File: config.mk
export PLATFORM = sky130hd
export DESIGN_NAME = frame_cmd_engine
export DESIGN_NICKNAME = d
export VERILOG_FILES = /design/src/rtl/fce_pkg.sv /design/src/rtl/fce_rx_parser.sv /design/src/rtl/fce_bus_access.sv /design/src/rtl/fce_tx_framer.sv /design/src/rtl/frame_cmd_engine.sv
export SDC_FILE = /design/constraint.sdc
export NUM_CORES = 1
export LEC_CHECK = 0
export ABC_AREA = 0
export BUFFER_PORTS_ARGS = -buffer_cell sky130_fd_sc_hd__buf_4
export CELL_PAD_IN_SITES_DETAIL_PLACEMENT = 1
export CELL_PAD_IN_SITES_GLOBAL_PLACEMENT = 1
export CORE_UTILIZATION = 44
export CTS_CLUSTER_SIZE = 40
export DETAILED_ROUTE_END_ITERATION = 8
export PLACE_DENSITY_LB_ADDON = 0.1
export SLEW_MARGIN = 20
export SYNTH_ARGS = -nofsm -noshare
export SYNTH_HDL_FRONTEND = slang
export SYNTH_HIERARCHICAL = 1
export SYNTH_SLANG_ARGS = --single-unit
File: constraint.sdc
create_clock -name clk -period 3 [get_ports clk]
set_input_delay 0 -clock clk [delete_from_list [all_inputs] [get_ports clk]]
set_output_delay 0 -clock clk [all_outputs]
set_load 0.005 [all_outputs]
File: src/rtl/fce_pkg.sv
// Package: shared marker bytes, command/response codes and the decoded
// frame kind used by the framed command engine.
package fce_pkg;

    // Command stream markers and command codes
    localparam logic [7:0] CMD_SOF  = 8'h55;
    localparam logic [7:0] CMD_EOF  = 8'hAA;
    localparam logic [7:0] OP_READ  = 8'h10;
    localparam logic [7:0] OP_WRITE = 8'h11;
    localparam logic [7:0] OP_RESET = 8'h01;

    // Response stream markers and result codes
    localparam logic [7:0] RSP_SOF     = 8'hAA;
    localparam logic [7:0] RSP_EOF     = 8'h55;
    localparam logic [7:0] RC_READ     = 8'h7F;
    localparam logic [7:0] RC_WRITE    = 8'h7E;
    localparam logic [7:0] RC_RESET    = 8'h7D;
    localparam logic [7:0] RC_UNKNOWN  = 8'hFE;
    localparam logic [7:0] RC_MALFORM  = 8'hFD;

    // Outcome of a parsed frame
    typedef enum logic [2:0] {
        KIND_READ    = 3'd0,
        KIND_WRITE   = 3'd1,
        KIND_RESET   = 3'd2,
        KIND_UNKNOWN = 3'd3,
        KIND_MALFORM = 3'd4
    } kind_e;

endpackage

File: src/rtl/fce_rx_parser.sv
// Module: fce_rx_parser
// Hunts for a start marker, collects the command byte, the address bytes
// (high first) and, for writes, the data bytes (most significant first).
// It then judges the byte at the end-marker position. When a frame is
// complete it raises req_valid for one cycle and holds the decoded frame
// stable, with its input stalled, until resp_done reports that the whole
// response has left.
// Assumes: ADDR_W and DATA_W are multiples of 8; resp_done only arrives
// while the parser is waiting.
module fce_rx_parser
    import fce_pkg::*;
#(
    parameter int ADDR_W = 16,
    parameter int DATA_W = 32
) (
    input  logic              clk,
    input  logic              rst_n,
    input  logic [7:0]        rx_data,
    input  logic              rx_valid,
    output logic              rx_ready,
    input  logic              resp_done,
    output logic              req_valid,
    output kind_e             req_kind,
    output logic [7:0]        req_cmd,
    output logic [ADDR_W-1:0] req_addr,
    output logic [DATA_W-1:0] req_wdata
);

    localparam int ADDR_BYTES = ADDR_W / 8;
    localparam int DATA_BYTES = DATA_W / 8;
    localparam int MAX_BYTES  = (ADDR_BYTES > DATA_BYTES) ? ADDR_BYTES : DATA_BYTES;
    localparam int CNT_W      = $clog2(MAX_BYTES + 1);
    localparam logic [CNT_W-1:0] ADDR_LAST = CNT_W'(ADDR_BYTES - 1);
    localparam logic [CNT_W-1:0] DATA_LAST = CNT_W'(DATA_BYTES - 1);

    typedef enum logic [2:0] {
        P_HUNT, P_OP, P_ADDR, P_DATA, P_END, P_WAIT
    } pstate_e;

    pstate_e          state_q;
    logic [CNT_W-1:0] cnt_q;
    logic             take;
    kind_e            end_kind;

    assign rx_ready = (state_q != P_WAIT);
    assign take     = rx_valid && rx_ready;

    // Decide the outcome from the byte that sits at the end-marker position
    always_comb begin
        if (rx_data != CMD_EOF) begin
            end_kind = KIND_MALFORM;
        end else begin
            case (req_cmd)
                OP_READ:  end_kind = KIND_READ;
                OP_WRITE: end_kind = KIND_WRITE;
                OP_RESET: end_kind = KIND_RESET;
                default:  end_kind = KIND_UNKNOWN;
            endcase
        end
    end

    // Frame-walking state machine with field capture
    always_ff @(posedge clk) begin
        if (!rst_n) begin
            state_q   <= P_HUNT;
            cnt_q     <= '0;
            req_valid <= 1'b0;
            req_kind  <= KIND_READ;
            req_cmd   <= 8'h00;
            req_addr  <= '0;
            req_wdata <= '0;
        end else begin
            req_valid <= 1'b0;
            case (state_q)
                P_HUNT: begin
                    if (take && rx_data == CMD_SOF) begin
                        state_q <= P_OP;
                    end
                end
                P_OP: begin
                    if (take) begin
                        req_cmd <= rx_data;
                        cnt_q   <= '0;
                        state_q <= P_ADDR;
                    end
                end
                P_ADDR: begin
                    if (take) begin
                        req_addr <= (req_addr << 8) | ADDR_W'(rx_data);
                        if (cnt_q == ADDR_LAST) begin
                            cnt_q   <= '0;
                            state_q <= (req_cmd == OP_WRITE) ? P_DATA : P_END;
                        end else begin
                            cnt_q <= cnt_q + 1'b1;
                        end
                    end
                end
                P_DATA: begin
                    if (take) begin
                        req_wdata <= (req_wdata << 8) | DATA_W'(rx_data);
                        if (cnt_q == DATA_LAST) begin
                            cnt_q   <= '0;
                            state_q <= P_END;
                        end else begin
                            cnt_q <= cnt_q + 1'b1;
                        end
                    end
                end
                P_END: begin
                    if (take) begin
                        req_kind  <= end_kind;
                        req_valid <= 1'b1;
                        state_q   <= P_WAIT;
                    end
                end
                P_WAIT: begin
                    if (resp_done) begin
                        state_q <= P_HUNT;
                    end
                end
                default: state_q <= P_HUNT;
            endcase
        end
    end

endmodule

File: src/rtl/fce_bus_access.sv
// Module: fce_bus_access
// Turns a decoded read or write request into a single chip-select cycle
// on the register bus. A read samples the slave's data in the following
// cycle. Requests that need no bus access are passed on at once. rsp_valid
// pulses once per request when the result is ready.
// Assumes: a new request only arrives after the previous response is out.
module fce_bus_access
    import fce_pkg::*;
#(
    parameter int ADDR_W = 16,
    parameter int DATA_W = 32
) (
    input  logic              clk,
    input  logic              rst_n,
    input  logic              req_valid,
    input  kind_e             req_kind,
    input  logic [ADDR_W-1:0] req_addr,
    input  logic [DATA_W-1:0] req_wdata,
    output logic              bus_cs,
    output logic              bus_we,
    output logic [ADDR_W-1:0] bus_addr,
    output logic [DATA_W-1:0] bus_wdata,
    input  logic [DATA_W-1:0] bus_rdata,
    output logic              rsp_valid,
    output logic [DATA_W-1:0] rsp_rdata
);

    typedef enum logic [1:0] {
        B_IDLE, B_ACCESS, B_CAPTURE
    } bstate_e;

    bstate_e st_q;
    logic    wr_q;

    assign bus_cs = (st_q == B_ACCESS);
    assign bus_we = bus_cs && wr_q;

    // Sequence one bus cycle per request and capture read data
    always_ff @(posedge clk) begin
        if (!rst_n) begin
            st_q      <= B_IDLE;
            wr_q      <= 1'b0;
            bus_addr  <= '0;
            bus_wdata <= '0;
            rsp_valid <= 1'b0;
            rsp_rdata <= '0;
        end else begin
            rsp_valid <= 1'b0;
            case (st_q)
                B_IDLE: begin
                    if (req_valid) begin
                        if (req_kind == KIND_READ || req_kind == KIND_WRITE) begin
                            st_q      <= B_ACCESS;
                            bus_addr  <= req_addr;
                            wr_q      <= (req_kind == KIND_WRITE);
                            bus_wdata <= (req_kind == KIND_WRITE) ? req_wdata : '0;
                        end else begin
                            rsp_valid <= 1'b1;
                        end
                    end
                end
                B_ACCESS: begin
                    if (wr_q) begin
                        rsp_valid <= 1'b1;
                        st_q      <= B_IDLE;
                    end else begin
                        st_q <= B_CAPTURE;
                    end
                end
                B_CAPTURE: begin
                    rsp_rdata <= bus_rdata;
                    rsp_valid <= 1'b1;
                    st_q      <= B_IDLE;
                end
                default: st_q <= B_IDLE;
            endcase
        end
    end

endmodule

File: src/rtl/fce_tx_framer.sv
// Module: fce_tx_framer
// Builds the complete response image for a finished request in one cycle,
// stores it in a bank of byte slots, then streams the slots out through
// the valid/ready output. resp_done marks the transfer of the last byte.
// Assumes: rsp_valid never arrives while a response is still streaming.
module fce_tx_framer
    import fce_pkg::*;
#(
    parameter int ADDR_W = 16,
    parameter int DATA_W = 32
) (
    input  logic              clk,
    input  logic              rst_n,
    input  logic              rsp_valid,
    input  kind_e             rsp_kind,
    input  logic [7:0]        rsp_cmd,
    input  logic [ADDR_W-1:0] rsp_addr,
    input  logic [DATA_W-1:0] rsp_rdata,
    output logic [7:0]        tx_data,
    output logic              tx_valid,
    input  logic              tx_ready,
    output logic              resp_done
);

    localparam int ADDR_BYTES = ADDR_W / 8;
    localparam int DATA_BYTES = DATA_W / 8;
    localparam int MAX_LEN    = 3 + ADDR_BYTES + DATA_BYTES;
    localparam int IDX_W      = $clog2(MAX_LEN + 1);

    logic [7:0]       img     [MAX_LEN];
    logic [IDX_W-1:0] img_len;
    logic [7:0]       slot_w  [MAX_LEN];
    logic [IDX_W-1:0] len_q;
    logic [IDX_W-1:0] idx_q;
    logic             active_q;
    logic             last_byte;

    // Assemble the response image for the finished request
    always_comb begin
        for (int i = 0; i < MAX_LEN; i++) begin
            img[i] = 8'h00;
        end
        img[0]  = RSP_SOF;
        img_len = IDX_W'(4);
        case (rsp_kind)
            KIND_READ: begin
                img[1] = RC_READ;
                for (int a = 0; a < ADDR_BYTES; a++) begin
                    img[2 + a] = rsp_addr[(ADDR_BYTES - 1 - a) * 8 +: 8];
                end
                for (int d = 0; d < DATA_BYTES; d++) begin
                    img[2 + ADDR_BYTES + d] = rsp_rdata[(DATA_BYTES - 1 - d) * 8 +: 8];
                end
                img[2 + ADDR_BYTES + DATA_BYTES] = RSP_EOF;
                img_len = IDX_W'(MAX_LEN);
            end
            KIND_WRITE: begin
                img[1] = RC_WRITE;
                for (int a = 0; a < ADDR_BYTES; a++) begin
                    img[2 + a] = rsp_addr[(ADDR_BYTES - 1 - a) * 8 +: 8];
                end
                img[2 + ADDR_BYTES] = RSP_EOF;
                img_len = IDX_W'(3 + ADDR_BYTES);
            end
            KIND_RESET: begin
                img[1]  = RC_RESET;
                img[2]  = RSP_EOF;
                img_len = IDX_W'(3);
            end
            KIND_UNKNOWN: begin
                img[1] = RC_UNKNOWN;
                img[2] = rsp_cmd;
                img[3] = RSP_EOF;
            end
            default: begin
                img[1] = RC_MALFORM;
                img[2] = rsp_cmd;
                img[3] = RSP_EOF;
            end
        endcase
    end

    // One register per response byte, loaded when a result arrives
    for (genvar g = 0; g < MAX_LEN; g++) begin : g_slot
        logic [7:0] byte_q;
        // Capture this slot of the image
        always_ff @(posedge clk) begin
            if (!rst_n) begin
                byte_q <= 8'h00;
            end else if (rsp_valid) begin
                byte_q <= img[g];
            end
        end
        assign slot_w[g] = byte_q;
    end

    assign last_byte = (idx_q == len_q - IDX_W'(1));
    assign tx_valid  = active_q;
    assign tx_data   = slot_w[idx_q];
    assign resp_done = active_q && tx_ready && last_byte;

    // Walk through the stored bytes as the link takes them
    always_ff @(posedge clk) begin
        if (!rst_n) begin
            active_q <= 1'b0;
            idx_q    <= '0;
            len_q    <= '0;
        end else if (rsp_valid) begin
            active_q <= 1'b1;
            idx_q    <= '0;
            len_q    <= img_len;
        end else if (active_q && tx_ready) begin
            if (last_byte) begin
                active_q <= 1'b0;
            end else begin
                idx_q <= idx_q + 1'b1;
            end
        end
    end

endmodule

File: src/rtl/frame_cmd_engine.sv
// Module: frame_cmd_engine (top)
// Framed byte-stream command engine: it parses read, write and reset
// frames from the input byte stream, performs single-word register bus
// accesses, and returns framed responses on the output byte stream. The
// chain is parser -> bus sequencer -> response framer, and the parser
// stays stalled until the framer reports that the response has left.
// Assumes: the link keeps an offered byte stable until it is accepted;
// the slave drives read data in the cycle after chip-select.
module frame_cmd_engine
    import fce_pkg::*;
#(
    parameter int ADDR_W = 16,
    parameter int DATA_W = 32
) (
    input  logic              clk,
    input  logic              rst_n,
    input  logic [7:0]        rx_data,
    input  logic              rx_valid,
    output logic              rx_ready,
    output logic [7:0]        tx_data,
    output logic              tx_valid,
    input  logic              tx_ready,
    output logic              bus_cs,
    output logic              bus_we,
    output logic [ADDR_W-1:0] bus_addr,
    output logic [DATA_W-1:0] bus_wdata,
    input  logic [DATA_W-1:0] bus_rdata
);

    logic              req_valid;
    kind_e             req_kind;
    logic [7:0]        req_cmd;
    logic [ADDR_W-1:0] req_addr;
    logic [DATA_W-1:0] req_wdata;
    logic              rsp_valid;
    logic [DATA_W-1:0] rsp_rdata;
    logic              resp_done;

    fce_rx_parser #(.ADDR_W(ADDR_W), .DATA_W(DATA_W)) u_parser (
        .clk       (clk),
        .rst_n     (rst_n),
        .rx_data   (rx_data),
        .rx_valid  (rx_valid),
        .rx_ready  (rx_ready),
        .resp_done (resp_done),
        .req_valid (req_valid),
        .req_kind  (req_kind),
        .req_cmd   (req_cmd),
        .req_addr  (req_addr),
        .req_wdata (req_wdata)
    );

    fce_bus_access #(.ADDR_W(ADDR_W), .DATA_W(DATA_W)) u_bus (
        .clk       (clk),
        .rst_n     (rst_n),
        .req_valid (req_valid),
        .req_kind  (req_kind),
        .req_addr  (req_addr),
        .req_wdata (req_wdata),
        .bus_cs    (bus_cs),
        .bus_we    (bus_we),
        .bus_addr  (bus_addr),
        .bus_wdata (bus_wdata),
        .bus_rdata (bus_rdata),
        .rsp_valid (rsp_valid),
        .rsp_rdata (rsp_rdata)
    );

    fce_tx_framer #(.ADDR_W(ADDR_W), .DATA_W(DATA_W)) u_framer (
        .clk       (clk),
        .rst_n     (rst_n),
        .rsp_valid (rsp_valid),
        .rsp_kind  (req_kind),
        .rsp_cmd   (req_cmd),
        .rsp_addr  (req_addr),
        .rsp_rdata (rsp_rdata),
        .tx_data   (tx_data),
        .tx_valid  (tx_valid),
        .tx_ready  (tx_ready),
        .resp_done (resp_done)
    );

endmodule

* Word-level counts from Yosys, hierarchy flattened
Index checks and enable logic that the tools add are counted.
** Storage, ports and cells
- Register bits after elaboration :: 224
- Input bits :: 44
- Output and inout port bits :: 60
** Cells by class
- Add/sub/neg operators :: 3
- $lt $le $gt $ge :: 1
- Eq/ne operators :: 29
- Mux-type cells :: 39
- Bitwise gates (word level) :: 5
- Reduce and logical (&&, ||, !) cells :: 25
** Operator list (count)
- two-way mux 32 bit :: 2
- one-hot mux 16 bit (4 select lines) :: 1
- two-way mux 3 bit :: 15
- binary-select mux 8 bit (select 4 bit) :: 1
- bitwise OR 32 x 8 -> 32 bit :: 1
- one-hot mux 8 bit (2 select lines) :: 2
- one-hot mux 3 bit (6 select lines) :: 1
- == test 8 x 5 -> 1 bit (second input constant) :: 2
- two-way mux 8 bit :: 2
- inequality test 2 x 1 -> 1 bit (second input constant) :: 8
- bitwise OR 16 x 8 -> 16 bit :: 1
- AND reduction 2 bit :: 8
- == test 3 x 2 -> 1 bit (second input constant) :: 5
- one-hot mux 4 bit (3 select lines) :: 1
- == test 3 x 1 -> 1 bit (second input constant) :: 3
- one-hot mux 3 bit (3 select lines) :: 1
- == test 8 x 1 -> 1 bit (second input constant) :: 1
- == test 8 x 7 -> 1 bit (second input constant) :: 1
- inequality test 8 bit (second input constant) :: 1
- AND reduction 8 bit :: 1
- two-way mux 1 bit :: 7
- == test 3 bit (second input constant) :: 2
- zero test 3 bit :: 2
- two-way mux 2 bit :: 3
- 22 further kinds :: 30

* Depth between registers and ports, before layout
- Depth after elaboration :: 5
- Depth in mapped cells :: 11

* Hierarchy
Netlist, hierarchy kept.
** By module, submodules not included
- fce_bus_access :: instances 1, cells each 370, area each 3176.8 um2
- fce_tx_framer :: instances 1, cells each 283, area each 2855.2 um2
- fce_rx_parser :: instances 1, cells each 332, area each 2663.8 um2

* Least setup slack after synthesis
No wires, ideal clock.
- Path type :: reg-to-reg
- From :: register u_framer.len_q[0]
- To :: register u_parser.state_q[1]
- Arrival time :: 2.295 ns
- Setup slack :: 0.587 ns
- Cell stages (with the launch flop) :: 12
- Path buffers :: 1
- Cells stage by stage :: dfxtp_1 inv_1 ha_1 xor2_1 and3_1 buf_6 nand2_1 nor2_1 nor4bb_1 or4_4 nand3b_4 o221a_1
** Between the ends
- Cells in the longest elaborated chain, start to end :: 5
** RTL lines
- start, declared :: line fce_tx_framer.sv:33 : logic [IDX_W-1:0] len_q;
- start signal, assigned :: line fce_tx_framer.sv:111 : len_q <= img_len;
- subtractor 4 x 1 -> 4 bit :: line fce_tx_framer.sv:97 : assign last_byte = (idx_q == len_q - IDX_W'(1));
- == test 4 bit :: line fce_tx_framer.sv:97
- logical AND 1 bit :: line fce_tx_framer.sv:100 : assign resp_done = active_q && tx_ready && last_byte;
- via resp_done :: line frame_cmd_engine.sv:37 : logic resp_done;
- inequality test 2 bit (no line)
- AND reduction 8 bit (no line)
- end signal, assigned :: line fce_rx_parser.sv:92 : state_q <= (req_cmd == OP_WRITE) ? P_DATA : P_END;
- end, declared :: line fce_rx_parser.sv:40 : pstate_e state_q;
The timed path passes the listed nets, and every way through them passes these cells.
A chain may end at the register's enable or synchronous reset.

* Final worst setup path
Ends and elaborated chain as after synthesis.

==> impl_metrics.toml <==
[status]
status = "finished clean"

[power_and_ir_drop]
power_frac_comb = 0.053
ir_drop_mv = 0.400
powerDensity_nw_per_um2 = 588
switchingPower_mw = 1.43
p_leak_nw = 4.37
seqPwrFrac = 0.450
p_clk_frac = 0.497
switching_share = 0.222
p_int_mw = 5.01

[clocking]
root_buffer = "clkbuf_16"
worstSkewPairLatency_ns = 0.52
clock_path_buffers = 3
cts.clk_slew.worst_paths_ns = 0.06
post_cts_resized = 0
cts_tree = "done"
numCtsBuffers = 24
htree_levels = 1
cts_sinks = 212

[route]
drt_iter0_markers = 356
wl_per_cell_um = 18.2
vias_per_cell = 5.42
ant_nets = 0
drt-pass1-iter-count = 4
vias = 7502
drc = 0
totalWireLength_mm = 25.2

[setup_path]
cp_top_family = "simple AND/OR/NAND/NOR gates"
worstPathArrival_ns = 3.05
reg2reg_depth = 10
critPathSlowestCell = "or4_4"
crit_fanout = 4
cpPeakStageDelay_ns = 0.51
worst_setup_path_start_kind = "register"
crit_cells = 10
path_cells = "inv_1 > ha_1 > xor2_1 > and3_1 > nand2_1 > nor2_1 > nor4bb_1 > or4_4 > nand3b_4 > o221a_1"
crit_path_end_kind = "register"
critPathKind = "register to register"
path_buf_inv = 1
r2r_slack_ns = 0.35
crit_required_ns = 3.40

[finish]
layout_commonest_cell = "nand2_1"
antenna_cells = 0
nets = 1150
layout-drive-gt1-share = 0.167
final_cells = 1383
layout_common_cells = "270 x nand2_1, 212 x dfxtp_1, 123 x buf_4"
final-seq-area_sq_um = 4240
multi_input_area_sq_um = 4050
syn_to_final_growth_pct = 25.9
fillers = 2277

[yosys]
synth_nets = 1035
synthArstFlopShare = 0
synth_seq_cells = 212
ys_types = 64
netlist_area_sq_um = 8700
synth-edff-count = 0
ys.flop_type = "dfxtp_1"
avgSynthCellArea_sq_um = 8.83
synthCells = 985
yosysWarnings = 6
yosysSeqAreaShare = 0.488

[global_routing]
grt_pass1_vias = 7675
grt_max_degree = 58
grt_overflow = 0
grt_pass1_wl_mm = 40.3
grt_use_total = 0.250
antenna_found_initial = 0

[sta]
worstMarginPinSlew_ns = 0.905
worst_slack_ns = 0.353
setup_viol = 0
rsz0062_at_grt = "no"
finalHoldViolCount = 0
drv_slew = 0
setup_tns_ns = 0
fmax_mhz = 378
fin_crit_sh = 0.882
slew_headroom = 0.396
clock_skew_ns = 0.00871
fin_crit_ns = 2.65

[floorplan]
fp.dieH_um = 143
die_w_um = 143
initial_utilization = 0.448
coreArea_sq_um = 19400
pin_count = 104
rows = 51
dieArea_sq_um = 20300

[placed_design]
hpwl_mm = 15.8
place_ws_ns = 0.369
dp.cells = 1295
place_congestion = 0.818
numPortBuffers = 103

[hold_path]
hold-path-cell-count = 4
hold_path_class = "input port to register"

[job]
max_cap_violations = 0
[sequential cells by signal (all words and copies together), names as in the netlist, 2 cells and up]
name,cells
u_bus/bus_wdata,32
u_bus/bus_addr,16
u_parser/cnt_q,3
u_framer/g_slot.byte_q,53
u_parser/state_q,3
u_parser/req_cmd,8
u_framer/idx_q,4
u_parser/req_addr,16
u_bus/rsp_rdata,32
u_bus/st_q,2
u_parser/req_wdata,32
u_framer/len_q,4
u_parser/req_kind,3
[timing repair]
item,CTS,global route
hold buffers,44,0
endpoints found under the hold margin,86,0
setup buffers,0,0
[metrics by stage]
| stage | total power, mW | hold slack, ns | instance area, sq um | utilization |
|---|---|---|---|---|
| finish | 6.44 | 0.280 | 10900 | 0.564 |
| global route | 6.65 | 0.288 | 10900 | 0.564 |
| CTS | 6.49 | 0.268 | 10900 | 0.564 |
| detailed placement | 3.25 | 0.257 | 9630 | 0.496 |
| global placement | 3.25 | 0.253 | 9630 | 0.496 |
| floorplan | 3.14 | 0.133 | 8700 | - |
[routing by layer]
| layer | up-vias | GRT usage | routed length [um] |
|---|---|---|---|
| met2 | 129 | 0.420 | 12000 |
| met1 | 3705 | 0.337 | 11900 |
| met4 | 0 | 0.0628 | 465 |
| met5 | - | 0 | 0 |
| li1 | 3635 | - | - |
| met3 | 33 | 0.0360 | 823 |
[final timing paths]
| kind | start | end |
|---|---|---|
| max | u_framer/len_q[0] | u_parser/state_q[1] |
| min | bus_rdata[7] | u_bus/rsp_rdata[7] |
| max reg2reg | u_framer/len_q[0] | u_parser/state_q[1] |
| min reg2reg | u_framer/g_slot[4].byte_q[6] | u_framer/g_slot[4].byte_q[6] |
[cell usage after synthesis (5+ instances only)]
cell | count | share of area
buf_2 | 20 | 0.012
o21ai_0 | 10 | 0.0058
mux4_2 | 10 | 0.026
nor2_1 | 20 | 0.0086
a21boi_1 | 5 | 0.0043
nor3b_1 | 7 | 0.0060
nand3_1 | 40 | 0.023
nor2b_1 | 12 | 0.0086
a22o_1 | 32 | 0.032
nand2_1 | 271 | 0.12
mux2i_1 | 54 | 0.062
ha_1 | 6 | 0.0086
inv_1 | 10 | 0.0043
a21oi_1 | 106 | 0.061
o21ai_1 | 8 | 0.0046
dfxtp_1 | 212 | 0.49
clkbuf_1 | 51 | 0.022
a221oi_1 | 9 | 0.0091
[worst min-delay path, stage by stage]
cell and delay, ns:
dlygate4sd3_1 0.52, buf_4 0.10, nand2_1 0.04, a21oi_1 0.10
[area by class of cell]
cell class | count | share of cell area
flip-flops and latches | 212 | 0.388
multi-input cells | 680 | 0.370
repair buffers | 168 | 0.126
clock buffers | 36 | 0.0663
well taps | 265 | 0.0303
clock inverters | 8 | 0.0144
inverters | 14 | 0.00480
[cell families (layout without fill, tap and decap cells)]
family / count (synthesis) / after routing / share of synthesized area
compound gates: 208 / 208 / 0.155
flops: 212 / 212 / 0.488
buf+inv: 93 / 226 / 0.0469
fa+ha+maj: 6 / 6 / 0.00863
xor+xnor: 6 / 6 / 0.00763
mux: 68 / 68 / 0.0932
simple gates: 392 / 392 / 0.201
[power groups by stage]
stage	logic (mW)	registers, mW	clock network [mW]
after floorplan	0.221	2.92	0
after global placement	0.288	2.96	0
after detailed placement	0.292	2.96	0
after CTS	0.338	2.90	3.26
after global routing	0.370	2.90	3.38
final	0.343	2.90	3.20
Note: power is estimated with default switching activity, not from simulation.
